File: src/rtl/csr_bank_pkg.sv
package csr_bank_pkg;

    localparam int XLEN      = 32;
    localparam int NUM_W     = 5;
    localparam int SLOT_MAX  = 4;
    localparam int SLOT_IDX_W = $clog2(SLOT_MAX);
    localparam int BASE_ZERO_BITS = 8;

    localparam logic [NUM_W-1:0] CSR_IEN      = 5'd0;
    localparam logic [NUM_W-1:0] CSR_IMASK    = 5'd1;
    localparam logic [NUM_W-1:0] CSR_IPEND    = 5'd2;
    localparam logic [NUM_W-1:0] CSR_ICTL     = 5'd3;
    localparam logic [NUM_W-1:0] CSR_DCTL     = 5'd4;
    localparam logic [NUM_W-1:0] CSR_CYCLE    = 5'd5;
    localparam logic [NUM_W-1:0] CSR_CONFIG   = 5'd6;
    localparam logic [NUM_W-1:0] CSR_EXC_BASE = 5'd7;
    localparam logic [NUM_W-1:0] CSR_DBG_CTRL = 5'd8;
    localparam logic [NUM_W-1:0] CSR_DBG_BASE = 5'd9;
    localparam logic [NUM_W-1:0] CSR_HOST_TX  = 5'd10;
    localparam logic [NUM_W-1:0] CSR_HOST_RX  = 5'd11;

    // enable word: bit 2 break copy, bit 1 exception copy, bit 0 live
    typedef struct packed {
        logic brk;
        logic exc;
        logic live;
    } ien_t;

    typedef enum logic [2:0] {
        IEV_HOLD,
        IEV_EXC_IN,
        IEV_BRK_IN,
        IEV_EXC_OUT,
        IEV_BRK_OUT,
        IEV_LOAD
    } ien_ev_e;

    // slot groups: 16..19 breakpoints, 24..27 watchpoints
    function automatic logic is_slot(input logic [NUM_W-1:0] n);
        return n[4] && !n[2];
    endfunction

    function automatic logic is_wtch(input logic [NUM_W-1:0] n);
        return is_slot(n) && n[3];
    endfunction

    function automatic logic csr_readable(input logic [NUM_W-1:0] n);
        logic ok;
        case (n)
            CSR_IEN, CSR_IMASK, CSR_IPEND, CSR_CYCLE, CSR_CONFIG,
            CSR_EXC_BASE, CSR_DBG_CTRL, CSR_DBG_BASE,
            CSR_HOST_TX, CSR_HOST_RX: ok = 1'b1;
            default:                  ok = 1'b0;
        endcase
        return ok;
    endfunction

    function automatic logic csr_writable(input logic [NUM_W-1:0] n);
        logic ok;
        case (n)
            CSR_IEN, CSR_IMASK, CSR_IPEND, CSR_ICTL, CSR_DCTL,
            CSR_EXC_BASE, CSR_DBG_CTRL, CSR_DBG_BASE,
            CSR_HOST_TX, CSR_HOST_RX: ok = 1'b1;
            default:                  ok = is_slot(n);
        endcase
        return ok;
    endfunction

    function automatic logic [XLEN-1:0] align_base(input logic [XLEN-1:0] v);
        return v & ~((XLEN'(1) << BASE_ZERO_BITS) - XLEN'(1));
    endfunction

    function automatic ien_ev_e pick_event(input logic exc_in, input logic brk_in,
                                           input logic exc_out, input logic brk_out,
                                           input logic load);
        if (exc_in)       return IEV_EXC_IN;
        else if (brk_in)  return IEV_BRK_IN;
        else if (exc_out) return IEV_EXC_OUT;
        else if (brk_out) return IEV_BRK_OUT;
        else if (load)    return IEV_LOAD;
        return IEV_HOLD;
    endfunction

endpackage

File: src/rtl/csr_access_check.sv
module csr_access_check
    import csr_bank_pkg::*;
#(
    parameter int N_BKPT = 2,
    parameter int N_WTCH = 3
) (
    input  logic             rd_en,
    input  logic [NUM_W-1:0] rd_num,
    input  logic             wr_en,
    input  logic [NUM_W-1:0] wr_num,
    output logic             rd_bad,
    output logic             wr_bad,
    output logic             wr_ok
);
    logic [31:0] slot_limit;
    logic        slot_in_range;

    always_comb begin
        slot_limit    = is_wtch(wr_num) ? 32'(N_WTCH) : 32'(N_BKPT);
        slot_in_range = {30'd0, wr_num[1:0]} < slot_limit;
        rd_bad = rd_en && !csr_readable(rd_num);
        wr_bad = wr_en && (!csr_writable(wr_num) || (is_slot(wr_num) && !slot_in_range));
        wr_ok  = wr_en && !wr_bad;
    end
endmodule

File: src/rtl/csr_ien_unit.sv
module csr_ien_unit
    import csr_bank_pkg::*;
(
    input  logic clk,
    input  logic rst,
    input  logic exc_in,
    input  logic brk_in,
    input  logic exc_out,
    input  logic brk_out,
    input  logic load,
    input  ien_t load_val,
    output ien_t ien_q,
    output logic resync_q
);
    ien_ev_e ev;

    always_comb ev = pick_event(exc_in, brk_in, exc_out, brk_out, load);

    always_ff @(posedge clk) begin
        if (rst) begin
            ien_q    <= '0;
            resync_q <= 1'b0;
        end else begin
            resync_q <= load;
            case (ev)
                IEV_EXC_IN: begin
                    ien_q.exc  <= ien_q.live;
                    ien_q.live <= 1'b0;
                end
                IEV_BRK_IN: begin
                    ien_q.brk  <= ien_q.live;
                    ien_q.live <= 1'b0;
                end
                IEV_EXC_OUT: ien_q.live <= ien_q.exc;
                IEV_BRK_OUT: ien_q.live <= ien_q.brk;
                IEV_LOAD:    ien_q      <= load_val;
                default:     ien_q      <= ien_q;
            endcase
        end
    end
endmodule

File: src/rtl/csr_dbg_slots.sv
module csr_dbg_slots
    import csr_bank_pkg::*;
#(
    parameter int NUM_SLOTS = 4
) (
    input  logic                     clk,
    input  logic                     rst,
    input  logic                     wr_stb,
    input  logic [SLOT_IDX_W-1:0]    wr_idx,
    input  logic [XLEN-1:0]          wr_data,
    output logic [SLOT_MAX*XLEN-1:0] slots_flat
);
    for (genvar i = 0; i < SLOT_MAX; i++) begin : g_slot
        if (i < NUM_SLOTS) begin : g_live
            logic [XLEN-1:0] r;
            always_ff @(posedge clk) begin
                if (rst)
                    r <= '0;
                else if (wr_stb && wr_idx == SLOT_IDX_W'(i))
                    r <= wr_data;
            end
            assign slots_flat[i*XLEN +: XLEN] = r;
        end else begin : g_absent
            assign slots_flat[i*XLEN +: XLEN] = '0;
        end
    end
endmodule

File: src/rtl/csr_bank_top.sv
module csr_bank_top
    import csr_bank_pkg::*;
#(
    parameter int          N_BKPT   = 2,
    parameter int          N_WTCH   = 3,
    parameter logic [23:0] CONF_TAG = 24'h5C0A11
) (
    input  logic                     clk,
    input  logic                     rst,
    input  logic                     csr_rd_en,
    input  logic [4:0]               csr_rd_num,
    output logic [31:0]              csr_rd_data,
    output logic                     csr_rd_illegal,
    input  logic                     csr_wr_en,
    input  logic [4:0]               csr_wr_num,
    input  logic [31:0]              csr_wr_data,
    output logic                     csr_wr_illegal,
    input  logic                     exc_enter,
    input  logic                     brk_enter,
    input  logic                     exc_return,
    input  logic                     brk_return,
    output logic                     irq_enable,
    output logic                     pipe_resync,
    output logic [31:0]              exc_base,
    output logic [31:0]              dbg_base,
    output logic [31:0]              dbg_ctrl,
    output logic [127:0]             bkpt_addr,
    output logic [127:0]             wtch_addr
);
    localparam logic [XLEN-1:0] CONF_WORD = {CONF_TAG, 4'(N_WTCH), 4'(N_BKPT)};

    logic            wr_ok;
    logic            ien_load;
    ien_t            ien_q;
    logic [XLEN-1:0] cyc_q;
    logic [XLEN-1:0] exc_base_q, dbg_base_q, dbg_ctrl_q;
    logic            bk_stb, wc_stb;

    csr_access_check #(.N_BKPT(N_BKPT), .N_WTCH(N_WTCH)) u_check (
        .rd_en  (csr_rd_en),
        .rd_num (csr_rd_num),
        .wr_en  (csr_wr_en),
        .wr_num (csr_wr_num),
        .rd_bad (csr_rd_illegal),
        .wr_bad (csr_wr_illegal),
        .wr_ok  (wr_ok)
    );

    assign ien_load = wr_ok && csr_wr_num == CSR_IEN;

    csr_ien_unit u_ien (
        .clk      (clk),
        .rst      (rst),
        .exc_in   (exc_enter),
        .brk_in   (brk_enter),
        .exc_out  (exc_return),
        .brk_out  (brk_return),
        .load     (ien_load),
        .load_val (ien_t'(csr_wr_data[2:0])),
        .ien_q    (ien_q),
        .resync_q (pipe_resync)
    );

    assign bk_stb = wr_ok && is_slot(csr_wr_num) && !is_wtch(csr_wr_num);
    assign wc_stb = wr_ok && is_wtch(csr_wr_num);

    csr_dbg_slots #(.NUM_SLOTS(N_BKPT)) u_bkpt (
        .clk        (clk),
        .rst        (rst),
        .wr_stb     (bk_stb),
        .wr_idx     (csr_wr_num[1:0]),
        .wr_data    (csr_wr_data),
        .slots_flat (bkpt_addr)
    );

    csr_dbg_slots #(.NUM_SLOTS(N_WTCH)) u_wtch (
        .clk        (clk),
        .rst        (rst),
        .wr_stb     (wc_stb),
        .wr_idx     (csr_wr_num[1:0]),
        .wr_data    (csr_wr_data),
        .slots_flat (wtch_addr)
    );

    always_ff @(posedge clk) begin
        if (rst) cyc_q <= '0;
        else     cyc_q <= cyc_q + XLEN'(1);
    end

    always_ff @(posedge clk) begin
        if (rst) begin
            exc_base_q <= '0;
            dbg_base_q <= '0;
            dbg_ctrl_q <= '0;
        end else if (wr_ok) begin
            case (csr_wr_num)
                CSR_EXC_BASE: exc_base_q <= align_base(csr_wr_data);
                CSR_DBG_BASE: dbg_base_q <= align_base(csr_wr_data);
                CSR_DBG_CTRL: dbg_ctrl_q <= csr_wr_data;
                default: ;
            endcase
        end
    end

    always_comb begin
        csr_rd_data = '0;
        if (csr_rd_en) begin
            case (csr_rd_num)
                CSR_IEN:      csr_rd_data = {29'd0, ien_q};
                CSR_CYCLE:    csr_rd_data = cyc_q;
                CSR_CONFIG:   csr_rd_data = CONF_WORD;
                CSR_EXC_BASE: csr_rd_data = exc_base_q;
                CSR_DBG_CTRL: csr_rd_data = dbg_ctrl_q;
                CSR_DBG_BASE: csr_rd_data = dbg_base_q;
                default:      csr_rd_data = '0;
            endcase
        end
    end

    assign irq_enable = ien_q.live;
    assign exc_base   = exc_base_q;
    assign dbg_base   = dbg_base_q;
    assign dbg_ctrl   = dbg_ctrl_q;
endmodule

File: config.mk
export PLATFORM = sky130hd
export DESIGN_NAME = csr_bank_top
export DESIGN_NICKNAME = d
export VERILOG_FILES = /design/src/rtl/csr_bank_pkg.sv /design/src/rtl/csr_access_check.sv /design/src/rtl/csr_ien_unit.sv /design/src/rtl/csr_dbg_slots.sv /design/src/rtl/csr_bank_top.sv
export SDC_FILE = /design/constraint.sdc
export NUM_CORES = 1
export LEC_CHECK = 0
export BUFFER_PORTS_ARGS = -buffer_cell sky130_fd_sc_hd__buf_2
export CAP_MARGIN = 15
export CORE_AREA = 2 2 173 175
export CTS_CLUSTER_SIZE = 16
export DETAILED_ROUTE_END_ITERATION = 7
export DIE_AREA = 0 0 175 177
export PLACE_DENSITY_LB_ADDON = 0.25
export SYNTH_ARGS = -nofsm -noshare
export SYNTH_HDL_FRONTEND = slang
export SYNTH_HIERARCHICAL = 1
export SYNTH_SLANG_ARGS = --single-unit
export TNS_END_PERCENT = 1
File: constraint.sdc
create_clock -name clk -period 2.6 [get_ports clk]
set_clock_uncertainty 0.2 [all_clocks]
set_input_delay 0.26 -clock clk [delete_from_list [all_inputs] [get_ports clk]]
set_output_delay 0.26 -clock clk [all_outputs]
set_load 0.02 [all_outputs]
== Yosys cells after proc, flatten, opt, wreduce, memory -nomap -nowiden ==
Memory sizes are Yosys's and may differ from the RTL's.
Index checks and enable logic that the tools add are counted.
Storage, ports and cells
  output and inout bits: 388
  bits in registers: 276
  memories kept: 1
  ROM bits: 16
  input port bits: 50
  word-level logic and storage cells: 89
Cells by class
  equal/unequal tests: 21
  muxes and demuxes: 19
  $lt $le $gt $ge: 1
  reductions and logical operators: 33
  add/sub/neg operators: 1
Memory list
  (name not given): depth 16, width 1, rd ports 1, clocked after Yosys merged registers in 0, write ports 0, RTL line csr_bank_pkg.sv:49  | case (n)
Operators with widths (count)
  $pmux W32 S6: 1
  $add A32 B1 Y32 const B: 1
  $lt A2 B32 Y1: 1
  $mux W32: 1
  $eq A5 B4 Y1 const B: 6
  $eq A5 B3 Y1 const B: 5
  $mux W3: 6
  $logic_and A1 B1 Y1: 15
  $eq A5 B2 Y1 const B: 2
  $logic_not A5 Y1: 2
  $reduce_or A10 Y1: 1
  $mux W1: 8
  $eq A3 B2 Y1 const B: 2
  $eq A3 B3 Y1 const B: 2
  $logic_not A1 Y1: 6
  $reduce_and A2 Y1: 3
  $eq A5 B1 Y1 const B: 1
  $pmux W1 S2: 2
  $pmux W1 S4: 1
  $reduce_bool A2 Y1: 2
  $reduce_bool A4 Y1: 1
  $eq A3 B1 Y1 const B: 1
  $eq A2 B1 Y1 const B: 1
  $eq A2 B2 Y1 const B: 1
  other kinds (3): 3

== Depth between registers and ports, before layout ==
Gate-level depths: netlist (run 1).
  word-level depth: 21
  depth in mapped cells: 9

== Hierarchy ==
The synthesis (run 1) kept the hierarchy.
By module, submodules not included
  csr_bank_top: sequential area each 2242.2 um2, cells an instance 683, instances 1, area each 5327.6 um2
  csr_dbg_slots (u_wtch): sequential area each 1921.8 um2, cells an instance 384, instances 1, area each 4142.7 um2
  csr_dbg_slots (u_bkpt): sequential area each 1281.2 um2, cells an instance 311, instances 1, area each 3166.8 um2
  csr_ien_unit: sequential area each 80.1 um2, cells an instance 22, instances 1, area each 226.5 um2
  csr_access_check: sequential area each 0.0 um2, cells an instance 13, instances 1, area each 78.8 um2

== Worst setup path after synthesis (run 1) ==
No wires, ideal clock.
  path kind: input to output
  start point: in csr_rd_num[2]
  end point: out csr_rd_data[28]
  stages: 6
  buffers on the path: 2
  slack: 203 ps
  data arrival time: 1937 ps
  data required time: 2140 ps
  path through: clkbuf_1 -> nor4b_2 -> clkbuf_1 -> a21oi_1 -> or2_0 -> a21oi_1
Between the ends
  word-level cells in the longest chain between the ends: 3
  elaborated cells on any way between the ends: 8
  classes of those cells: 5 x eq/ne; 2 x mux; 1 x reduce/logical
RTL lines
  start, declared: RTL line csr_bank_top.sv:11  | input logic [4:0] csr_rd_num,
  $eq A5 B4 Y1, or another cell as far along: RTL line csr_bank_top.sv:108  | case (csr_rd_num)
  $pmux W32 S6 (*): RTL line csr_bank_top.sv:108
  $mux W32 (*): RTL line csr_bank_top.sv:107  | if (csr_rd_en) begin
  end, declared: RTL line csr_bank_top.sv:12  | output logic [31:0] csr_rd_data,
Mark *: on every way between the ends. The rest lies on a longest branch, timed or not.

== Final worst setup path (run 1) ==
  start point: in csr_wr_num[0]
  end point: reg u_ien/ien_q[1] (netlist name)
Between the ends
  word-level cells in the longest chain between the ends: 17
  elaborated cells on any way between the ends: 31
  classes of those cells: 1 x order compare; 11 x eq/ne; 8 x mux; 11 x reduce/logical
RTL lines
  start, declared: RTL line csr_bank_top.sv:15  | input logic [4:0] csr_wr_num,
  branches (longest 4 deep; another with $lt A2 B32 Y1)
  $logic_or A1 B1 Y1 (*): RTL line csr_access_check.sv:22  | wr_bad = wr_en && (!csr_writable(wr_num) || (is_slot(wr_num) && !slot_in_range));
  $logic_and A1 B1 Y1 (*): RTL line csr_access_check.sv:22
  $logic_not A1 Y1 (*): RTL line csr_access_check.sv:23  | wr_ok = wr_en && !wr_bad;
  $logic_and A1 B1 Y1 (*): RTL line csr_access_check.sv:23
  named net wr_ok: RTL line csr_bank_top.sv:32  | logic wr_ok;
  $logic_and A1 B1 Y1 (*): RTL line csr_bank_top.sv:49  | assign ien_load = wr_ok && csr_wr_num == CSR_IEN;
  named net ien_load: RTL line csr_bank_top.sv:33  | logic ien_load;
  $mux W1 (*): RTL line csr_bank_pkg.sv:80  | else if (load) return IEV_LOAD;
  $mux W1 (*): RTL line csr_bank_pkg.sv:79  | else if (brk_out) return IEV_BRK_OUT;
  $mux W1 (*): RTL line csr_bank_pkg.sv:78  | else if (exc_out) return IEV_EXC_OUT;
  $mux W1 (*): RTL line csr_bank_pkg.sv:77  | else if (brk_in) return IEV_BRK_IN;
  $mux W1 (*): RTL line csr_bank_pkg.sv:76  | if (exc_in) return IEV_EXC_IN;
  $mux W3 (*): RTL line csr_bank_pkg.sv:81  | return IEV_HOLD;
  $eq A3 B3 Y1 or $eq A3 B1 Y1 (tied branches): RTL line csr_ien_unit.sv:25  | case (ev)
  $pmux W1 S2 or $reduce_bool A2 Y1 (tied branches)
Mark *: on every way through the listed nets, which the timed path passes.
A chain may end at the register's enable or synchronous reset.

==> results of run 1 <==
kinds of logic after synthesis:
| family | synth area share [%] |
|---|---|
| AO/OA/AOI/OAI | 8.28 |
| XOR/XNOR | 0.947 |
| adder cells (fa/ha/maj) | 0.0967 |
| buffers and inverters | 10.5 |
| flip-flops | 42.7 |
| multiplexers | 14.2 |
| other | 0.0870 |
| AND/OR/NAND/NOR | 23.2 |
cell usage after synthesis, types with 4 or more instances:
cell type                  instances  area [µm²]
sky130_fd_sc_hd__a21oi_1         116         581
sky130_fd_sc_hd__a222oi_1         24         240
sky130_fd_sc_hd__a22oi_1           6        45.0
sky130_fd_sc_hd__and3_1            5        31.3
sky130_fd_sc_hd__and4_1            5        43.8
sky130_fd_sc_hd__buf_2             6        30.0
sky130_fd_sc_hd__buf_4           114         856
sky130_fd_sc_hd__buf_6            16         180
sky130_fd_sc_hd__clkbuf_1         70         263
sky130_fd_sc_hd__dfxtp_1         276        5530
sky130_fd_sc_hd__inv_1             6        22.5
sky130_fd_sc_hd__mux2_2           17         191
sky130_fd_sc_hd__mux2i_1         163        1630
sky130_fd_sc_hd__nand2_1         174         653
sky130_fd_sc_hd__nand2b_1        224        1400
sky130_fd_sc_hd__nand3_1          10        50.1
sky130_fd_sc_hd__nand3b_1          4        30.0
sky130_fd_sc_hd__nand4_1          11        68.8
sky130_fd_sc_hd__nor2_1           45         169
sky130_fd_sc_hd__nor2b_1          11        68.8
sky130_fd_sc_hd__nor3_1            5        25.0
sky130_fd_sc_hd__nor4_1            4        25.0
sky130_fd_sc_hd__o31ai_1          15         113
sky130_fd_sc_hd__or2_1             6        37.5
sky130_fd_sc_hd__or4_1            15         113
sky130_fd_sc_hd__xnor2_1           7        61.3
sky130_fd_sc_hd__xor2_1            7        61.3
routing by layer:
metal,wire length (µm),part of all wire [%]
met5,0,0
met4,1540,3.8
met3,3070,7.5
met2,18700,46
met1,17600,43
per-stage QoR:
stage               setup slack [ns]  instances  power [mW]  instance area (µm²)
finish                         0.142       2158        9.13                16000
detailed placement           -0.0973       2064        4.99                14600
global route                  0.0563       2157        9.43                16000
global placement             -0.0473       2064        4.98                14600
CTS                            0.107       2157        9.19                15900
floorplan                      0.203       1522        4.88                13400
final cells by class:
type,count,share of cell area (%)
Clock buffer,48,5.95
Timing Repair Buffer,400,15.3
Clock inverter,5,0.180
Tap cell,390,3.06
Inverter,6,0.141
Sequential cell,276,34.6
Multi-Input combinational cell,1032,40.8
Antenna cell,1,0.0157
critical path, cell delays in order:
cell and delay, ns:
sky130_fd_sc_hd__buf_2 0.16, sky130_fd_sc_hd__and2b_2 0.22, sky130_fd_sc_hd__o221ai_1 0.14, sky130_fd_sc_hd__nor2b_2 0.27, sky130_fd_sc_hd__nor4bb_1 0.30, sky130_fd_sc_hd__buf_4 0.17
sky130_fd_sc_hd__nor4b_4 0.21, sky130_fd_sc_hd__dlygate4sd3_1 0.59, sky130_fd_sc_hd__nor3_1 0.04, sky130_fd_sc_hd__a2111oi_1 0.33
state kept, by name (all words and copies together) (netlist names):
signal,flops
u_ien/ien_q,3
cyc_q,32
dbg_base,24
u_bkpt/g_slot.g_live.r,64
u_wtch/g_slot.g_live.r,96
exc_base,24
dbg_ctrl,32
u_ien/resync_q,1
how the worst min path moves through the flow:
stage / endpoint / slack (ns)
2_1_floorplan: u_ien/resync_q / 0.13
3_5_place_dp: u_wtch/g_slot[0].g_live.r[22] / 0.26
4_1_cts: u_ien/resync_q / 0.005
6_report: u_ien/resync_q / 0.03
5_1_grt: u_ien/resync_q / 0.04
3_3_place_gp: dbg_ctrl[13] / 0.25
power by group through the flow:
| stage | Combinational [mW] | Clock [mW] | Sequential (mW) |
|---|---|---|---|
| after global routing | 0.730 | 4.44 | 4.26 |
| after floorplan | 0.509 | 0 | 4.37 |
| after detailed placement | 0.632 | 0 | 4.36 |
| final | 0.682 | 4.18 | 4.26 |
| after CTS | 0.678 | 4.25 | 4.26 |
| after global placement | 0.629 | 0 | 4.36 |
repair_timing:
| action | CTS | global route |
|---|---|---|
| resized for setup | 0 | 2 |
| hold buffers | 40 | 0 |
| endpoints found under the setup margin | 0 | 7 |
| hold endpoints to repair | 221 | 0 |
==> flow_summary_export.csv, run 1 <==
group,metric,value,unit
status,outcome,"finished, final reports clean",
clock_network,clk_root_buffer_cell,"sky130_fd_sc_hd__clkbuf_16",
final_layout,final_core_utilization,54.6,%
setup_path,crit_path_start_kind,"input pin",
final_layout,layout.cells.most_common_list,"sky130_fd_sc_hd__buf_2, sky130_fd_sc_hd__dfxtp_1, sky130_fd_sc_hd__nand2b_1",
global_route,most_crowded_layer_gr,"met2",
sta,grt_setup_unrepaired,"no",
detailed_routing,routed_len_inst,18.9,µm
placement,dp_hpwl,29.0,mm
final_layout,multi_input_comb_area,6510,µm²
hold_path,worst_hold_startpoint,"csr_wr_num[2]",
synth,yosysWarningCount,6,
final_layout,commonest_non_fill_non_tap_cell_in_the_layout,"sky130_fd_sc_hd__buf_2",
power_and_ir_drop,reported_leakage_power,7.31,nW
synth,synthCells,1413,
sta,post_route_setup_tns,0,ns
floorplanning,die-width,175,µm
final_layout,final_layout_size_suffix_gt1_share,25.0,%
floorplanning,die-height,177,µm
floorplanning,die_area,31000,µm²
synth,postSynth.topFlopCell,"sky130_fd_sc_hd__dfxtp_1",
detailed_routing,drc,0,
power_and_ir_drop,p_sw_share,24.0,%
clock_network,cts_setup_buffers,0,
global_route,initial_antenna_violation_count,1,
global_route,grt_pass1_wl,60.4,mm
sta,setup-violations-final,0,
sta,post-route-period-util,94.5,%
setup_path,regToRegStartpoint,"cyc_q[2]",
floorplanning,design.core.area,29200,µm²
detailed_routing,via_count,11000,
final_layout,fillers,2729,
synth,synth.avg_cell_area,9.16,µm²
power_and_ir_drop,power_frac_clock,45.8,%
power_and_ir_drop,pwr-share-comb,7.5,%
global_route,grt_util_all_layers,25.1,%
clock_network,cts_tree,"yes",
final_layout,nets,1797,
setup_path,crit-reg2reg-capture,"cyc_q[31]",
sta,hold_ws,0.0283,ns
detailed_routing,number_of_drc_markers_in_iteration_0,1008,
hold_path,min_path_cells,4,
setup_path,startpoint_to_endpoint_class_of_the_critical_path,"input pin to register",
global_route,grt_util_met1,33.5,%
clock_network,cts.path.max_buffers,3,
floorplanning,placementRows,63,
clock_network,cts_buffer_count,30,
clock_network,cts.reportedPaths.clkPinSlew,0.06,ns
detailed_routing,postRouteWirelength,40.8,mm
detailed_routing,first_pass_iters,5,
synth,ys_types,62,
setup_path,r2r_setup_slack,0.25,ns
global_route,first_global_vias,10000,
global_route,maximum_number_of_pins_on_one_net_before_global_route_repair,74,
final_layout,area_growth_from_synthesis_to_layout,23.3,%
synth,synthesis.area,12900,µm²
sta,timing.final.crit_period,2.46,ns
synth,ys_async_sr_fraction,0,%
final_layout,ff_latch_area,5530,µm²
placement,numPortBuffers,325,
run,drv.max_cap_violation_count,0,
power_and_ir_drop,irDropWorstVdd,561,µV
floorplanning,pin_count,438,
setup_path,critPathArrivalTime,2.70,ns
global_route,globalRouteOverflowTotal,0,
setup_path,critPathCaptureType,"register",
global_route,gr-usage-met2,40.4,%
placement,placer_congestion,0.832,
clock_network,cts_num_sinks,276,
setup_path,crit_path_max_fanout,8,
sta,fmax,407,MHz
power_and_ir_drop,seqPwrFrac,46.7,%
power_and_ir_drop,intPower,6.94,mW
power_and_ir_drop,netSwitchingPower,2.19,mW
sta,slew_headroom,59.0,%
synth,synth_sequential_area_ratio,42.7,%
hold_path,hold_class,"input pin to register",
sta,slew_viol_final,0,
sta,timing_worst_slew_pin_value,0.613,ns
clock_network,insertion_delay,0.54,ns
sta,hold_violations,0,
setup_path,rr_worst_depth,5,
synth,synth_seq_cells,276,
power_and_ir_drop,cellPowerDensity,572,nW/µm²
global_route,grt_util_met3,4.88,%
detailed_routing,postRouteAntennaNets,0,
floorplanning,floorplan.initialDensity,44.3,%
setup_path,critical_path.endpoint,"u_ien/ien_q[1]",
setup_path,cp-startpoint,"csr_wr_num[0]",
setup_path,worstPathRequired,2.84,ns
clock_network,ctsHtreeMaxLevel,1,
synth,synth_edf_count,0,
detailed_routing,drt-vias-per-instance,5.08,
Note: power is estimated with default switching activity, not from simulation.
==> run 2, diff against run 1 <==
--- a/config.mk
+++ b/config.mk
@@ -12,6 +12,7 @@
 export DETAILED_ROUTE_END_ITERATION = 7
 export DIE_AREA = 0 0 175 177
 export PLACE_DENSITY_LB_ADDON = 0.25
+export SETUP_SLACK_MARGIN = 0.5
 export SYNTH_ARGS = -nofsm -noshare
 export SYNTH_HDL_FRONTEND = slang
 export SYNTH_HIERARCHICAL = 1
==> flow_summary_export.csv, run 2 (synthesis gave the netlist of run 1 again) <==
group,metric,value,unit
sta,setup_ws,0.230,ns
setup_path,crit_path_start_kind,"register",
sta,post_route_setup_tns,0,ns
hold_path,min_path_cells,2,
setup_path,critPathCaptureType,"output pin",
clock_network,clk_root_buffer_cell,"sky130_fd_sc_hd__clkbuf_16",
hold_path,holdPathEnd,"cyc_q[25]",
power_and_ir_drop,cellPowerDensity,596,nW/µm²
final_layout,layout_top_registers,"u_wtch/g_slot.g_live.r: 96 flops, u_bkpt/g_slot.g_live.r: 64 flops",
power_and_ir_drop,power_frac_clock,48.5,%
setup_path,crit-reg2reg-capture,"cyc_q[30]",
sta,grt_setup_unrepaired,"yes",
placement,area_after_detailed_placement,14700,µm²
sta,post-route-period-util,91.2,%
global_route,globalRouteOverflowTotal,0,
power_and_ir_drop,netSwitchingPower,2.32,mW
sta,timing.final.crit_period,2.37,ns
setup_path,worstPathRequired,2.14,ns
detailed_routing,via_count,11200,
status,outcome,"finished, final reports clean",
setup_path,startpoint_to_endpoint_class_of_the_critical_path,"register to output pin",
global_route,grt_pass1_wl,62.6,mm
floorplanning,pin_count,438,
detailed_routing,postRouteAntennaNets,0,
setup_path,cpPeakStageDelay,0.49,ns
sta,timing_worst_slew_pin_value,0.604,ns
sta,slew_headroom,59.7,%
floorplanning,die-height,177,µm
detailed_routing,postRouteWirelength,42.1,mm
global_route,initial_antenna_violation_count,2,
placement,placer_congestion,0.883,
sta,slew_viol_final,0,
power_and_ir_drop,p_sw_share,24.0,%
final_layout,largest_register_ffs,96,
clock_network,ctsHtreeMaxLevel,1,
sta,setup-violations-final,0,
final_layout,nets,1805,
placement,place_ws,0.0301,ns
hold_path,hold_class,"input pin to register",
final_layout,layout.cells.most_common_list,"sky130_fd_sc_hd__buf_2, sky130_fd_sc_hd__dfxtp_1, sky130_fd_sc_hd__nand2b_1",
clock_network,cts.path.max_buffers,3,
placement,numPortBuffers,325,
floorplanning,design.core.area,29200,µm²
floorplanning,die-width,175,µm
detailed_routing,drc,0,
final_layout,commonest_non_fill_non_tap_cell_in_the_layout,"sky130_fd_sc_hd__buf_2",
floorplanning,floorplan.initialDensity,44.3,%
power_and_ir_drop,reported_leakage_power,7.39,nW
power_and_ir_drop,seqPwrFrac,44.2,%
clock_network,insertion_delay,0.56,ns
detailed_routing,routed_len_inst,19.4,µm
power_and_ir_drop,irDropWorstVdd,456,µV
setup_path,timing.critical_path.cells,"mux2_2, a222oi_1, nor2_1, buf_2",
run,drv.max_cap_violation_count,0,
power_and_ir_drop,intPower,7.32,mW
sta,fmax,422,MHz
detailed_routing,first_pass_iters,6,
setup_path,critPathArrivalTime,1.91,ns
setup_path,rr_worst_depth,5,
setup_path,critPathSlowestCell,"sky130_fd_sc_hd__a222oi_1",
global_route,first_global_vias,10500,
clock_network,cts.reportedPaths.clkPinSlew,0.07,ns
final_layout,area_growth_from_synthesis_to_layout,25.0,%
final_layout,post-route-cell-area,16200,µm²
setup_path,regToRegStartpoint,"cyc_q[0]",
power_and_ir_drop,pwr-share-comb,7.3,%
clock_network,cts_tree,"yes",
floorplanning,die_area,31000,µm²
final_layout,fillers,2710,
sta,hold_violations,0,
final_layout,final_layout_size_suffix_gt1_share,26.4,%
final_layout,largest_register,"u_wtch/g_slot.g_live.r",
detailed_routing,drt-vias-per-instance,5.16,
setup_path,r2r_setup_slack,0.34,ns
global_route,maximum_number_of_pins_on_one_net_before_global_route_repair,106,
floorplanning,placementRows,63,
hold_path,worst_hold_startpoint,"rst",
placement,dp_hpwl,30.4,mm
setup_path,crit_path_max_fanout,3,
clock_network,cts_num_sinks,276,
global_route,grt_util_all_layers,26.0,%
clock_network,cts_buffer_count,30,
detailed_routing,number_of_drc_markers_in_iteration_0,861,
-- run 2: worst max path at each step --
| stage | endpoint | slack [ns] | start |
|---|---|---|---|
| after floorplan | csr_rd_data[17] | 0.42 | csr_rd_num[2] |
| after global placement | u_bkpt/g_slot[0].g_live.r[14] | 0.12 | csr_wr_num[0] |
| after detailed placement | u_bkpt/g_slot[0].g_live.r[15] | 0.03 | csr_wr_num[0] |
| after CTS | csr_rd_data[10] | 0.25 | dbg_ctrl[10] |
| after global routing | csr_rd_data[17] | 0.19 | csr_rd_num[2] |
| final | csr_rd_data[10] | 0.23 | dbg_ctrl[10] |
-- run 2: layout make-up --
type / count / area, µm² / share of cell area, %
clock inverters: 16 / 250 / 1.55
repair buffers: 408 / 2480 / 15.3
clock buffers: 39 / 835 / 5.16
well taps: 390 / 488 / 3.02
multi-input cells: 1032 / 6570 / 40.6
flip-flops and latches: 276 / 5530 / 34.2
diodes: 2 / 5.00 / 0.0309
inverters: 6 / 22.5 / 0.139
-- run 2: layer usage --
layer	GRT usage, %	part of all wire [%]	up-vias	wire (µm)
li1	-	-	5245	-
met1	34.2	42	5347	17700
met2	42.1	46	511	19200
met3	4.81	8.1	90	3410
met4	11.1	4.3	0	1800
met5	0	0	-	0
-- run 2: power groups by stage --
| stage | logic [mW] | clock network (mW) | registers [mW] |
|---|---|---|---|
| 2_1_floorplan | 0.513 | 0 | 4.37 |
| 3_3_place_gp | 0.640 | 0 | 4.36 |
| 3_5_place_dp | 0.644 | 0 | 4.36 |
| 4_1_cts | 0.690 | 4.73 | 4.26 |
| 5_1_grt | 0.747 | 4.90 | 4.26 |
| 6_report | 0.701 | 4.68 | 4.26 |
-- run 2: repair_timing --
| item | in CTS | in global routing |
|---|---|---|
| gates resized for setup | 1 | 3 |
| hold buffers | 38 | 0 |
| cloned | 0 | 0 |
| setup buffers | 0 | 2 |
| endpoints found under the hold margin | 229 | 0 |
| endpoints found under the setup margin | 46 | 85 |
| pin swaps | 0 | 1 |
-- run 2: through the flow --
stage / hold slack, ns / power, mW / utilization (%) / instances
final: 0.0840 / 9.64 / 55.3 / 2169
after global routing: 0.107 / 9.91 / 55.3 / 2169
after CTS: 0.0618 / 9.68 / 55.2 / 2165
after detailed placement: 0.259 / 5.00 / 50.2 / 2072
after global placement: 0.252 / 5.00 / 50.2 / 2072
after floorplan: 0.132 / 4.88 / - / 1522
-- run 2: critical path: cells and delay by family, from the launching register on --
kind | cells | cell delay, ns
compound gates | 1 | 0.49
flops | 1 | 0.33
mux | 1 | 0.29
buf+inv | 1 | 0.17
simple gates | 1 | 0.07
==> run 3, diff against run 2 <==
--- a/config.mk
+++ b/config.mk
@@ -12,6 +12,7 @@
 export DETAILED_ROUTE_END_ITERATION = 7
 export DIE_AREA = 0 0 175 177
 export PLACE_DENSITY_LB_ADDON = 0.25
+export REMOVE_ABC_BUFFERS = 1
 export SETUP_SLACK_MARGIN = 0.5
 export SYNTH_ARGS = -nofsm -noshare
 export SYNTH_HDL_FRONTEND = slang
==> flow_summary_export.csv, run 3 (synthesis gave the netlist of run 1 again) <==
group,metric,value,unit
power_and_ir_drop,reported_leakage_power,7.41,nW
floorplanning,pin_count,438,
detailed_routing,drt-vias-per-instance,4.99,
detailed_routing,drc,0,
setup_path,worstPathRequired,2.14,ns
sta,hold_ws,0.0416,ns
final_layout,largest_register_ffs,96,
placement,placer_congestion,0.807,
hold_path,hold_class,"input pin to register",
final_layout,area_growth_from_synthesis_to_layout,25.3,%
sta,post_route_setup_tns,0,ns
setup_path,critPathCaptureType,"output pin",
floorplanning,die-height,177,µm
sta,slew_viol_final,0,
setup_path,regToRegStartpoint,"cyc_q[5]",
clock_network,ctsHtreeMaxLevel,1,
run,drv.max_cap_violation_count,0,
floorplanning,die-width,175,µm
power_and_ir_drop,irDropWorstVdd,416,µV
hold_path,worst_hold_startpoint,"rst",
global_route,first_global_vias,10200,
clock_network,cts_tree,"yes",
global_route,maximum_number_of_pins_on_one_net_before_global_route_repair,81,
final_layout,num_antenna_cells,0,
global_route,globalRouteOverflowTotal,0,
floorplanning,design.core.area,29200,µm²
floorplanning,floorplan.initialDensity,44.3,%
clock_network,cts.path.max_buffers,3,
floorplanning,die_area,31000,µm²
final_layout,layout.cells.most_common_list,"sky130_fd_sc_hd__buf_2, sky130_fd_sc_hd__dfxtp_1, sky130_fd_sc_hd__nand2b_1",
sta,fmax,447,MHz
final_layout,largest_register,"u_wtch/g_slot.g_live.r",
final_layout,nets,1815,
clock_network,clk_root_buffer_cell,"sky130_fd_sc_hd__clkbuf_16",
sta,hold_violations,0,
sta,timing.final.crit_period,2.24,ns
detailed_routing,number_of_drc_markers_in_iteration_0,724,
global_route,initial_antenna_violation_count,0,
final_layout,post-route-cell-area,16200,µm²
detailed_routing,via_count,10800,
clock_network,cts.reportedPaths.clkPinSlew,0.06,ns
clock_network,cts_buffer_count,30,
setup_path,crit_path_max_fanout,13,
detailed_routing,postRouteWirelength,39.2,mm
detailed_routing,first_pass_iters,8,
sta,timing_worst_slew_pin_value,0.505,ns
sta,slew_headroom,66.4,%
sta,setup-violations-final,0,
setup_path,cp-startpoint,"csr_rd_num[3]",
detailed_routing,postRouteAntennaNets,0,
power_and_ir_drop,power,9.17,mW
setup_path,startpoint_to_endpoint_class_of_the_critical_path,"input pin to output pin",
detailed_routing,routed_len_inst,18.0,µm
status,outcome,"finished, final reports clean",
global_route,grt_pass1_wl,59.0,mm
final_layout,commonest_non_fill_non_tap_cell_in_the_layout,"sky130_fd_sc_hd__buf_2",
final_layout,layout_top_registers,"u_wtch/g_slot.g_live.r: 96 flops, u_bkpt/g_slot.g_live.r: 64 flops",
sta,post-route-period-util,86.1,%
global_route,grt_util_all_layers,24.0,%
clock_network,insertion_delay,0.55,ns
clock_network,cts_num_sinks,276,
sta,grt_setup_unrepaired,"yes",
setup_path,critPathArrivalTime,1.78,ns
final_layout,final_layout_size_suffix_gt1_share,26.8,%
power_and_ir_drop,cellPowerDensity,565,nW/µm²
placement,dp_hpwl,26.7,mm
setup_path,crit_path_start_kind,"input pin",
placement,area_after_detailed_placement,14600,µm²
placement,numPortBuffers,325,
floorplanning,placementRows,63,
-- run 3: cell count changes in the layout (fill, tap and decap cells not counted), moves of 7 or more --
cell,previous run,this run
sky130_fd_sc_hd__dfxtp_1,276,265
sky130_fd_sc_hd__buf_4,34,44
sky130_fd_sc_hd__nor2_1,35,45
sky130_fd_sc_hd__nor2_2,10,0
sky130_fd_sc_hd__dfxtp_2,0,8
sky130_fd_sc_hd__buf_2,324,317
-- run 3: metrics by stage --
step	setup WS [ns]	instances	util, %
floorplan	-0.744	1314	-
global placement	-0.0278	2072	50.1
detailed placement	-0.0346	2072	50.1
CTS	0.382	2169	55.2
global route	0.321	2174	55.5
finish	0.362	2174	55.5
-- run 3: worst paths after layout --
kind	to	depth (start not counted)	slack [ns]
max	csr_rd_data[21]	8	0.36
min	dbg_base[20]	2	0.04
max reg2reg	cyc_q[31]	5	0.44
min reg2reg	exc_base[14]	2	0.26
-- run 3: routing by layer --
metal,part of all wire (%),GRT usage [%],up-vias
met5,0,0,-
met3,6.1,4.88,54
met4,2.3,6.49,0
met1,42,30.0,5152
li1,-,-,5269
met2,49,42.2,369
-- run 3: area by class of cell --
| class | instances | area (µm²) |
|---|---|---|
| sequential | 276 | 5550 |
| multi-input combinational | 1032 | 6560 |
| tap | 390 | 488 |
| inverter | 6 | 22.5 |
| clock buffer | 45 | 888 |
| fill | 2699 | 13000 |
| timing repair buffer | 418 | 2620 |
| clock inverter | 7 | 91.3 |
-- run 3: timing repair --
action | 4_1_cts | 5_1_grt
setup buffers | 6 | 5
endpoints found under the hold margin | 244 | 0
pin swaps | 3 | 8
resized for setup | 21 | 18
cloned | 1 | 0
hold buffers | 38 | 0
setup endpoints to repair | 46 | 50
-- run 3: worst max-delay path: stages --
cell and delay [ns]:
sky130_fd_sc_hd__clkbuf_4 0.17, sky130_fd_sc_hd__nor4b_4 0.15, sky130_fd_sc_hd__buf_4 0.16, sky130_fd_sc_hd__buf_4 0.13, sky130_fd_sc_hd__bufbuf_16 0.29, sky130_fd_sc_hd__a222oi_1 0.32
sky130_fd_sc_hd__nor2_1 0.11, sky130_fd_sc_hd__buf_4 0.18
-- run 3: where the power goes --
| group | internal [mW] | total [mW] | switching [mW] |
|---|---|---|---|
| Clock | 2.54 | 4.25 | 1.71 |
| Combinational | 0.226 | 0.663 | 0.438 |
| Sequential | 4.24 | 4.26 | 0.0154 |
| Total | 7.01 | 9.17 | 2.17 |
